--- src/rtl/sched_pkg.sv ---
package sched_pkg;

  // State kept for one wavefront slot.
  typedef struct packed {
    logic occ;     // wavefront allocated
    logic pend;    // holds a next instruction not yet issued
    logic busy;    // issued instruction awaiting completion
    logic scalar;  // kind of the held instruction
  } slot_state_t;

endpackage

--- src/rtl/wfs_age_pick.sv ---
module wfs_age_pick #(
  parameter int N   = 10,
  parameter int IDW = 4
) (
  input  logic [N-1:0]   req_i,
  input  logic [N*N-1:0] older_i,  // entry j*N+i set: slot j is older than slot i
  output logic           hit_o,
  output logic [IDW-1:0] id_o,
  output logic [N-1:0]   oh_o
);

  logic [N-1:0] blocked;
  logic [N-1:0] cand;

  // A requester is blocked when any other requester is older.
  always_comb begin
    for (int i = 0; i < N; i++) begin
      blocked[i] = 1'b0;
      for (int j = 0; j < N; j++) begin
        if (j != i) blocked[i] = blocked[i] | (req_i[j] & older_i[j*N+i]);
      end
      cand[i] = req_i[i] & ~blocked[i];
    end
  end

  // The lowest index among unblocked requesters wins.
  always_comb begin
    hit_o = 1'b0;
    id_o  = '0;
    oh_o  = '0;
    for (int i = 0; i < N; i++) begin
      if (cand[i] && !hit_o) begin
        hit_o    = 1'b1;
        id_o     = IDW'(i);
        oh_o[i]  = 1'b1;
      end
    end
  end

endmodule

--- src/rtl/wfs_bank.sv ---
module wfs_bank
  import sched_pkg::*;
#(
  parameter int SLOTS = 10,
  parameter int LID_W = 4
) (
  input  logic             clk,
  input  logic             rst_n,
  input  logic             turn_i,
  input  logic [SLOTS-1:0] alloc_i,
  input  logic [SLOTS-1:0] free_i,
  input  logic [SLOTS-1:0] push_i,
  input  logic [SLOTS-1:0] push_sc_i,
  input  logic [SLOTS-1:0] clr_i,
  output logic [SLOTS-1:0] occ_o,
  output logic             vec_gnt_o,
  output logic [LID_W-1:0] vec_id_o,
  output logic             sc_gnt_o,
  output logic [LID_W-1:0] sc_id_o
);

  localparam int AGE_BITS = SLOTS * SLOTS;

  slot_state_t         st_q [SLOTS];
  slot_state_t         st_d [SLOTS];
  logic [AGE_BITS-1:0] older_q, older_d;

  logic [SLOTS-1:0] rdy_vec, rdy_sc;
  logic [SLOTS-1:0] vec_oh, sc_oh;
  logic [SLOTS-1:0] iss_vec, iss_sc;
  logic [SLOTS-1:0] take;
  logic             vec_hit, sc_hit;
  logic             st_en, age_en;

  always_comb begin
    for (int i = 0; i < SLOTS; i++) begin
      occ_o[i]   = st_q[i].occ;
      rdy_vec[i] = st_q[i].occ & st_q[i].pend & ~st_q[i].busy & ~st_q[i].scalar;
      rdy_sc[i]  = st_q[i].occ & st_q[i].pend & ~st_q[i].busy &  st_q[i].scalar;
    end
  end

  wfs_age_pick #(.N(SLOTS), .IDW(LID_W)) u_pick_vec (
    .req_i   (rdy_vec),
    .older_i (older_q),
    .hit_o   (vec_hit),
    .id_o    (vec_id_o),
    .oh_o    (vec_oh)
  );

  wfs_age_pick #(.N(SLOTS), .IDW(LID_W)) u_pick_sc (
    .req_i   (rdy_sc),
    .older_i (older_q),
    .hit_o   (sc_hit),
    .id_o    (sc_id_o),
    .oh_o    (sc_oh)
  );

  assign vec_gnt_o = turn_i & vec_hit;
  assign sc_gnt_o  = turn_i & sc_hit;
  assign iss_vec   = turn_i ? vec_oh : '0;
  assign iss_sc    = turn_i ? sc_oh  : '0;
  assign take      = alloc_i & ~occ_o;

  // Slot state next value.
  always_comb begin
    for (int i = 0; i < SLOTS; i++) begin
      st_d[i] = st_q[i];
      if (free_i[i] && st_q[i].occ) begin
        st_d[i] = '0;
      end else if (take[i]) begin
        st_d[i]     = '0;
        st_d[i].occ = 1'b1;
      end else if (st_q[i].occ) begin
        if (iss_vec[i] || iss_sc[i]) begin
          st_d[i].pend = 1'b0;
          st_d[i].busy = 1'b1;
        end
        if (clr_i[i] && st_q[i].busy) st_d[i].busy = 1'b0;
        if (push_i[i] && !st_q[i].pend) begin
          st_d[i].pend   = 1'b1;
          st_d[i].scalar = push_sc_i[i];
        end
      end
    end
  end

  // Age matrix: a newly taken slot becomes younger than every other slot.
  always_comb begin
    older_d = older_q;
    for (int i = 0; i < SLOTS; i++) begin
      for (int j = 0; j < SLOTS; j++) begin
        if (take[j] && (i != j))  older_d[i*SLOTS+j] = 1'b1;
        else if (take[i])         older_d[i*SLOTS+j] = 1'b0;
      end
    end
  end

  assign st_en  = (|(alloc_i | free_i | push_i | clr_i)) | vec_gnt_o | sc_gnt_o;
  assign age_en = |take;

  always_ff @(posedge clk or negedge rst_n) begin
    if (!rst_n) begin
      for (int i = 0; i < SLOTS; i++) st_q[i] <= '0;
    end else if (st_en) begin
      for (int i = 0; i < SLOTS; i++) st_q[i] <= st_d[i];
    end
  end

  always_ff @(posedge clk or negedge rst_n) begin
    if (!rst_n)      older_q <= '0;
    else if (age_en) older_q <= older_d;
  end

endmodule

--- src/rtl/wf_issue_sched.sv ---
module wf_issue_sched #(
  parameter int NUM_SIMD       = 4,
  parameter int SLOTS_PER_SIMD = 10,
  localparam int NSLOT  = NUM_SIMD * SLOTS_PER_SIMD,
  localparam int GID_W  = $clog2(NSLOT),
  localparam int LID_W  = $clog2(SLOTS_PER_SIMD),
  localparam int TURN_W = $clog2(NUM_SIMD)
) (
  input  logic                      clk,
  input  logic                      rst_n,
  input  logic                      alloc_vld_i,
  input  logic [GID_W-1:0]          alloc_id_i,
  input  logic                      free_vld_i,
  input  logic [GID_W-1:0]          free_id_i,
  input  logic [NSLOT-1:0]          push_i,
  input  logic [NSLOT-1:0]          push_scalar_i,
  input  logic [NSLOT-1:0]          dep_clr_i,
  output logic [NUM_SIMD-1:0]       vec_issue_o,
  output logic [NUM_SIMD*LID_W-1:0] vec_slot_o,
  output logic                      sc_issue_o,
  output logic [GID_W-1:0]          sc_slot_o,
  output logic                      err_o
);

  localparam int ID_SPACE = 2 ** GID_W;

  logic [TURN_W-1:0]   turn_q, turn_d;
  logic [NSLOT-1:0]    alloc_oh, free_oh, occ_all;
  logic [ID_SPACE-1:0] occ_ext;
  logic [NUM_SIMD-1:0] sc_gnt;
  logic [LID_W-1:0]    sc_id  [NUM_SIMD];
  logic [LID_W-1:0]    vec_id [NUM_SIMD];
  logic                bad_req, err_q, err_d;

  // Request decode.
  always_comb begin
    for (int g = 0; g < NSLOT; g++) begin
      alloc_oh[g] = alloc_vld_i && (alloc_id_i == GID_W'(g));
      free_oh[g]  = free_vld_i  && (free_id_i  == GID_W'(g));
    end
  end

  assign occ_ext = ID_SPACE'(occ_all);
  assign bad_req = (alloc_vld_i && occ_ext[alloc_id_i]) ||
                   (alloc_vld_i && (int'(alloc_id_i) >= NSLOT)) ||
                   (free_vld_i  && !occ_ext[free_id_i]);

  // Fixed rotation over the SIMDs.
  always_comb begin
    if (turn_q == TURN_W'(NUM_SIMD - 1)) turn_d = '0;
    else                                 turn_d = turn_q + 1'b1;
  end

  always_ff @(posedge clk or negedge rst_n) begin
    if (!rst_n) turn_q <= '0;
    else        turn_q <= turn_d;
  end

  generate
    for (genvar s = 0; s < NUM_SIMD; s++) begin : g_bank
      wfs_bank #(.SLOTS(SLOTS_PER_SIMD), .LID_W(LID_W)) u_bank (
        .clk       (clk),
        .rst_n     (rst_n),
        .turn_i    (turn_q == TURN_W'(s)),
        .alloc_i   (alloc_oh[s*SLOTS_PER_SIMD +: SLOTS_PER_SIMD]),
        .free_i    (free_oh[s*SLOTS_PER_SIMD +: SLOTS_PER_SIMD]),
        .push_i    (push_i[s*SLOTS_PER_SIMD +: SLOTS_PER_SIMD]),
        .push_sc_i (push_scalar_i[s*SLOTS_PER_SIMD +: SLOTS_PER_SIMD]),
        .clr_i     (dep_clr_i[s*SLOTS_PER_SIMD +: SLOTS_PER_SIMD]),
        .occ_o     (occ_all[s*SLOTS_PER_SIMD +: SLOTS_PER_SIMD]),
        .vec_gnt_o (vec_issue_o[s]),
        .vec_id_o  (vec_id[s]),
        .sc_gnt_o  (sc_gnt[s]),
        .sc_id_o   (sc_id[s])
      );
      assign vec_slot_o[s*LID_W +: LID_W] = vec_id[s];
    end
  endgenerate

  // Shared scalar port follows the current turn.
  always_comb begin
    sc_issue_o = 1'b0;
    sc_slot_o  = '0;
    for (int s = 0; s < NUM_SIMD; s++) begin
      if (turn_q == TURN_W'(s)) begin
        sc_issue_o = sc_gnt[s];
        sc_slot_o  = GID_W'(s * SLOTS_PER_SIMD) + GID_W'(sc_id[s]);
      end
    end
  end

  // Sticky error flag.
  assign err_d = 1'b1;

  always_ff @(posedge clk or negedge rst_n) begin
    if (!rst_n)       err_q <= 1'b0;
    else if (bad_req) err_q <= err_d;
  end

  assign err_o = err_q;

endmodule

--- config.mk ---
export PLATFORM = sky130hd
export DESIGN_NAME = wf_issue_sched
export DESIGN_NICKNAME = d
export VERILOG_FILES = /design/src/rtl/sched_pkg.sv /design/src/rtl/wfs_age_pick.sv /design/src/rtl/wfs_bank.sv /design/src/rtl/wf_issue_sched.sv
export SDC_FILE = /design/constraint.sdc
export NUM_CORES = 1
export LEC_CHECK = 0
export ABC_AREA = 0
export BUFFER_PORTS_ARGS = -buffer_cell sky130_fd_sc_hd__buf_2
export CAP_MARGIN = 20
export CORE_MARGIN = 2
export CORE_UTILIZATION = 40
export CTS_CLUSTER_DIAMETER = 50
export DETAILED_ROUTE_END_ITERATION = 10
export PLACE_DENSITY_LB_ADDON = 0.25
export RECOVER_POWER = 50
export SLEW_MARGIN = 20
export SYNTH_ARGS = -nofsm -noshare
export SYNTH_HDL_FRONTEND = slang
export SYNTH_SLANG_ARGS = --single-unit
--- constraint.sdc ---
create_clock -name clk -period 2.6 [get_ports clk]
set_clock_uncertainty 0.1 [all_clocks]
set_input_delay 0.26 -clock clk [delete_from_list [all_inputs] [get_ports clk]]
set_output_delay 0.26 -clock clk [all_outputs]
set_load 0.02 [all_outputs]
==> metrics.yaml <==
run_status:
  status: "finished with violations"
  violations: "max-capacitance violations, max-slew violations, negative setup slack"
cts:
  clk_pin_slew_ns: 0.06
  cts_max_level: 3
  clock_latency_ns: 0.64
  cts_root_buf: "clkbuf_16"
  cts_inserted_buffers: 74
  cts_sinks: 523
  cts.path.max_buffers: 3
  cts_tree: "yes"
detailed_routing:
  finalWirelength_um: 121000
  viasPerCell: 5.90
  postRouteAntennaNets: 0
  remaining_drc_errors: 0
  vias: 30700
  post_drt_wl_per_cell_um: 23.4
  dr.pass1.iters: 8
  first_iter_violations: 3614
timing:
  hold_viol: 0
  setup_viol: 87
  fmax_mhz: 258
  finalWorstSetupSlack_ns: -1.28
  setup_tns_ns: -41.26
  tightest_slew_ns: 1.55
  fin_crit_ns: 3.88
  fin_crit_sh_pct: 149
  maxSlewViolCount: 53
  holdWs_ns: 0.00950
  slew_headroom_pct: -3.29
  rsz0062_at_grt: "yes"
place:
  pre_cts_ws_ns: -0.850
  dp_hpwl_um: 82300
  placed_cells: 4796
  gp_congestion: 1.00
  placement.cell_area_um2: 35600
  port_buffers: 163
logic_synthesis:
  synth_edf_count: 0
  ys.flop_type: "dfrtp_1"
  synthDistinctLibCells: 77
  yosysWarningCount: 0
  syn_inst: 3107
  synthArstFlopShare_pct: 100
  synthesis.area_um2: 27600
  ys_seq_area_share_pct: 47.4
  syn_nets: 3251
  synth.avg_cell_area_um2: 8.89
  yosys_register_bits: 523
die:
  die-area_um2: 71200
  pin_count: 164
  die_w_um: 267
  start_util_pct: 40.4
  core_um2: 68500
  die_h_um: 267
  num_rows: 96
cells_and_area:
  drive_gt1_share_pct: 39.0
  mostFrequentLayoutCells: "920 x nand2_1, 811 x buf_4, 518 x dfrtp_1"
  final_area_um2: 43000
  fin_cells: 5196
  fin_util_pct: 62.8
  area_growth_pct: 55.5
  fin_nets: 4399
  fillers: 5665
  final_common_cell: "nand2_1"
critical_path:
  crit_required_ns: 2.24
  reg2reg_depth: 17
  critPathKind: "reg2out"
  cp-end-kind: "primary output"
  crit_path_start_kind: "flop"
  path_max_fanout: 6
  worstPathArrival_ns: 3.52
  r2r_setup_slack_ns: -0.62
worst_hold_path:
  holdPathStages: 4
  hp-class: "in2reg"
global_route:
  antenna_found_initial: 6
  grt_pass1_vias: 30000
  grt_max_degree: 95
  grt_pass1_wl_um: 181000
  overflow: 0
  track_usage_pct: 33.4
power:
  power.leakage_nw: 21.0
  max-vdd-ir-drop_v: 0.000728
  finalPower_mw: 39.8
  pwr_density_cell_nw_per_um2: 926
run:
  drv_cap: 1
==> worst paths after layout <==
check	start	end
max	g_bank[3].u_bank.st_q[37]	sc_slot_o[0]
min	push_i[3]	g_bank[0].u_bank.st_q[24]
max reg2reg	g_bank[2].u_bank.occ_o[4]	g_bank[2].u_bank.st_q[21]
min reg2reg	turn_q[0]	turn_q[0]
max in group asynchronous	rst_n	g_bank[3].u_bank.occ_o[4]
min in group asynchronous	rst_n	g_bank[0].u_bank.older_q[5]
==> Yosys cell counts (10+ instances only) <==
library cell | instances | area (um^2)
nor3_1 | 16 | 80.1
a222oi_1 | 11 | 110
and4bb_2 | 19 | 238
nand4_1 | 75 | 469
and4b_1 | 41 | 410
nor4bb_1 | 19 | 190
nor2_1 | 164 | 616
nand2_1 | 935 | 3510
or3_1 | 31 | 194
clkbuf_1 | 96 | 360
nor2b_1 | 70 | 438
o31ai_1 | 15 | 113
dfrtp_1 | 523 | 13100
nand3_1 | 55 | 275
buf_2 | 59 | 295
nor4_1 | 18 | 113
mux4_2 | 22 | 495
o22ai_1 | 10 | 62.6
a22o_1 | 59 | 517
a221oi_1 | 12 | 105
a211oi_1 | 50 | 375
o22a_1 | 15 | 131
buf_4 | 26 | 195
inv_1 | 54 | 203
and2_1 | 11 | 68.8
a31oi_1 | 30 | 188
nand2b_1 | 29 | 181
nand3b_1 | 10 | 75.1
a21oi_1 | 91 | 455
o21ai_0 | 107 | 536
a22oi_1 | 258 | 1940
==> area by class of cell <==
class,instances,area [um^2],area share (%)
repair buffers,1263,10300,24.0
flip-flops and latches,523,13100,30.5
well taps,882,1100,2.57
clock inverters,39,440,1.02
diodes,1,2.50,0.00582
inverters,54,208,0.483
multi-input cells,2339,15800,36.7
clock buffers,95,2060,4.80
==> routing by layer <==
layer  part of all wire [%]  up-vias  global-route usage (%)  wire, um
met5                  0.040        -                       0        49
met4                    5.9        8                    18.0      7140
met3                    9.8      399                    6.85     11800
met2                     44     1811                    51.0     53500
met1                     40    15000                    44.7     48900
li1                       -    13500                       -         -
==> state kept, by name (all words and copies together) (netlist names) <==
register and cells:
err_o 1, g_bank.u_bank.occ_o 40, g_bank.u_bank.older_q 360, g_bank.u_bank.st_q 120, turn_q 2
==> power breakdown <==
part | internal (mW) | total (mW) | switching, mW
clock network | 6.20 | 10.3 | 4.13
registers | 10.1 | 11.5 | 1.45
logic | 9.18 | 17.9 | 8.72
total | 25.5 | 39.8 | 14.3
==> critical path, cell delays in order, from the launching register on <==
cell	delay, ns
dfrtp_1	0.39
and4b_2	0.43
buf_4	0.22
a22oi_1	0.11
nand3_1	0.11
nor2_2	0.08
nor4_4	0.37
buf_4	0.22
nand4b_1	0.16
o211ai_1	0.23
buf_4	0.20
o221a_4	0.23
buf_6	0.13
==> logic make-up after synthesis <==
logic type	count (synthesis)	synth area share, %
simple gates	1562	27.1
buf+inv	247	4.06
mux	33	2.31
flops	523	47.4
fa+ha+maj	8	0.362
compound gates	734	18.8
==> what timing repair did <==
action | CTS | global route
buffers inserted | 118 | 63
endpoints found under the setup margin | 90 | 110
resized for setup | 459 | 240
hold buffers | 128 | 0
cloned | 6 | 1
pin swaps | 150 | 135
endpoints found under the hold margin | 456 | 0
Note: power is estimated with default switching activity, not from simulation.
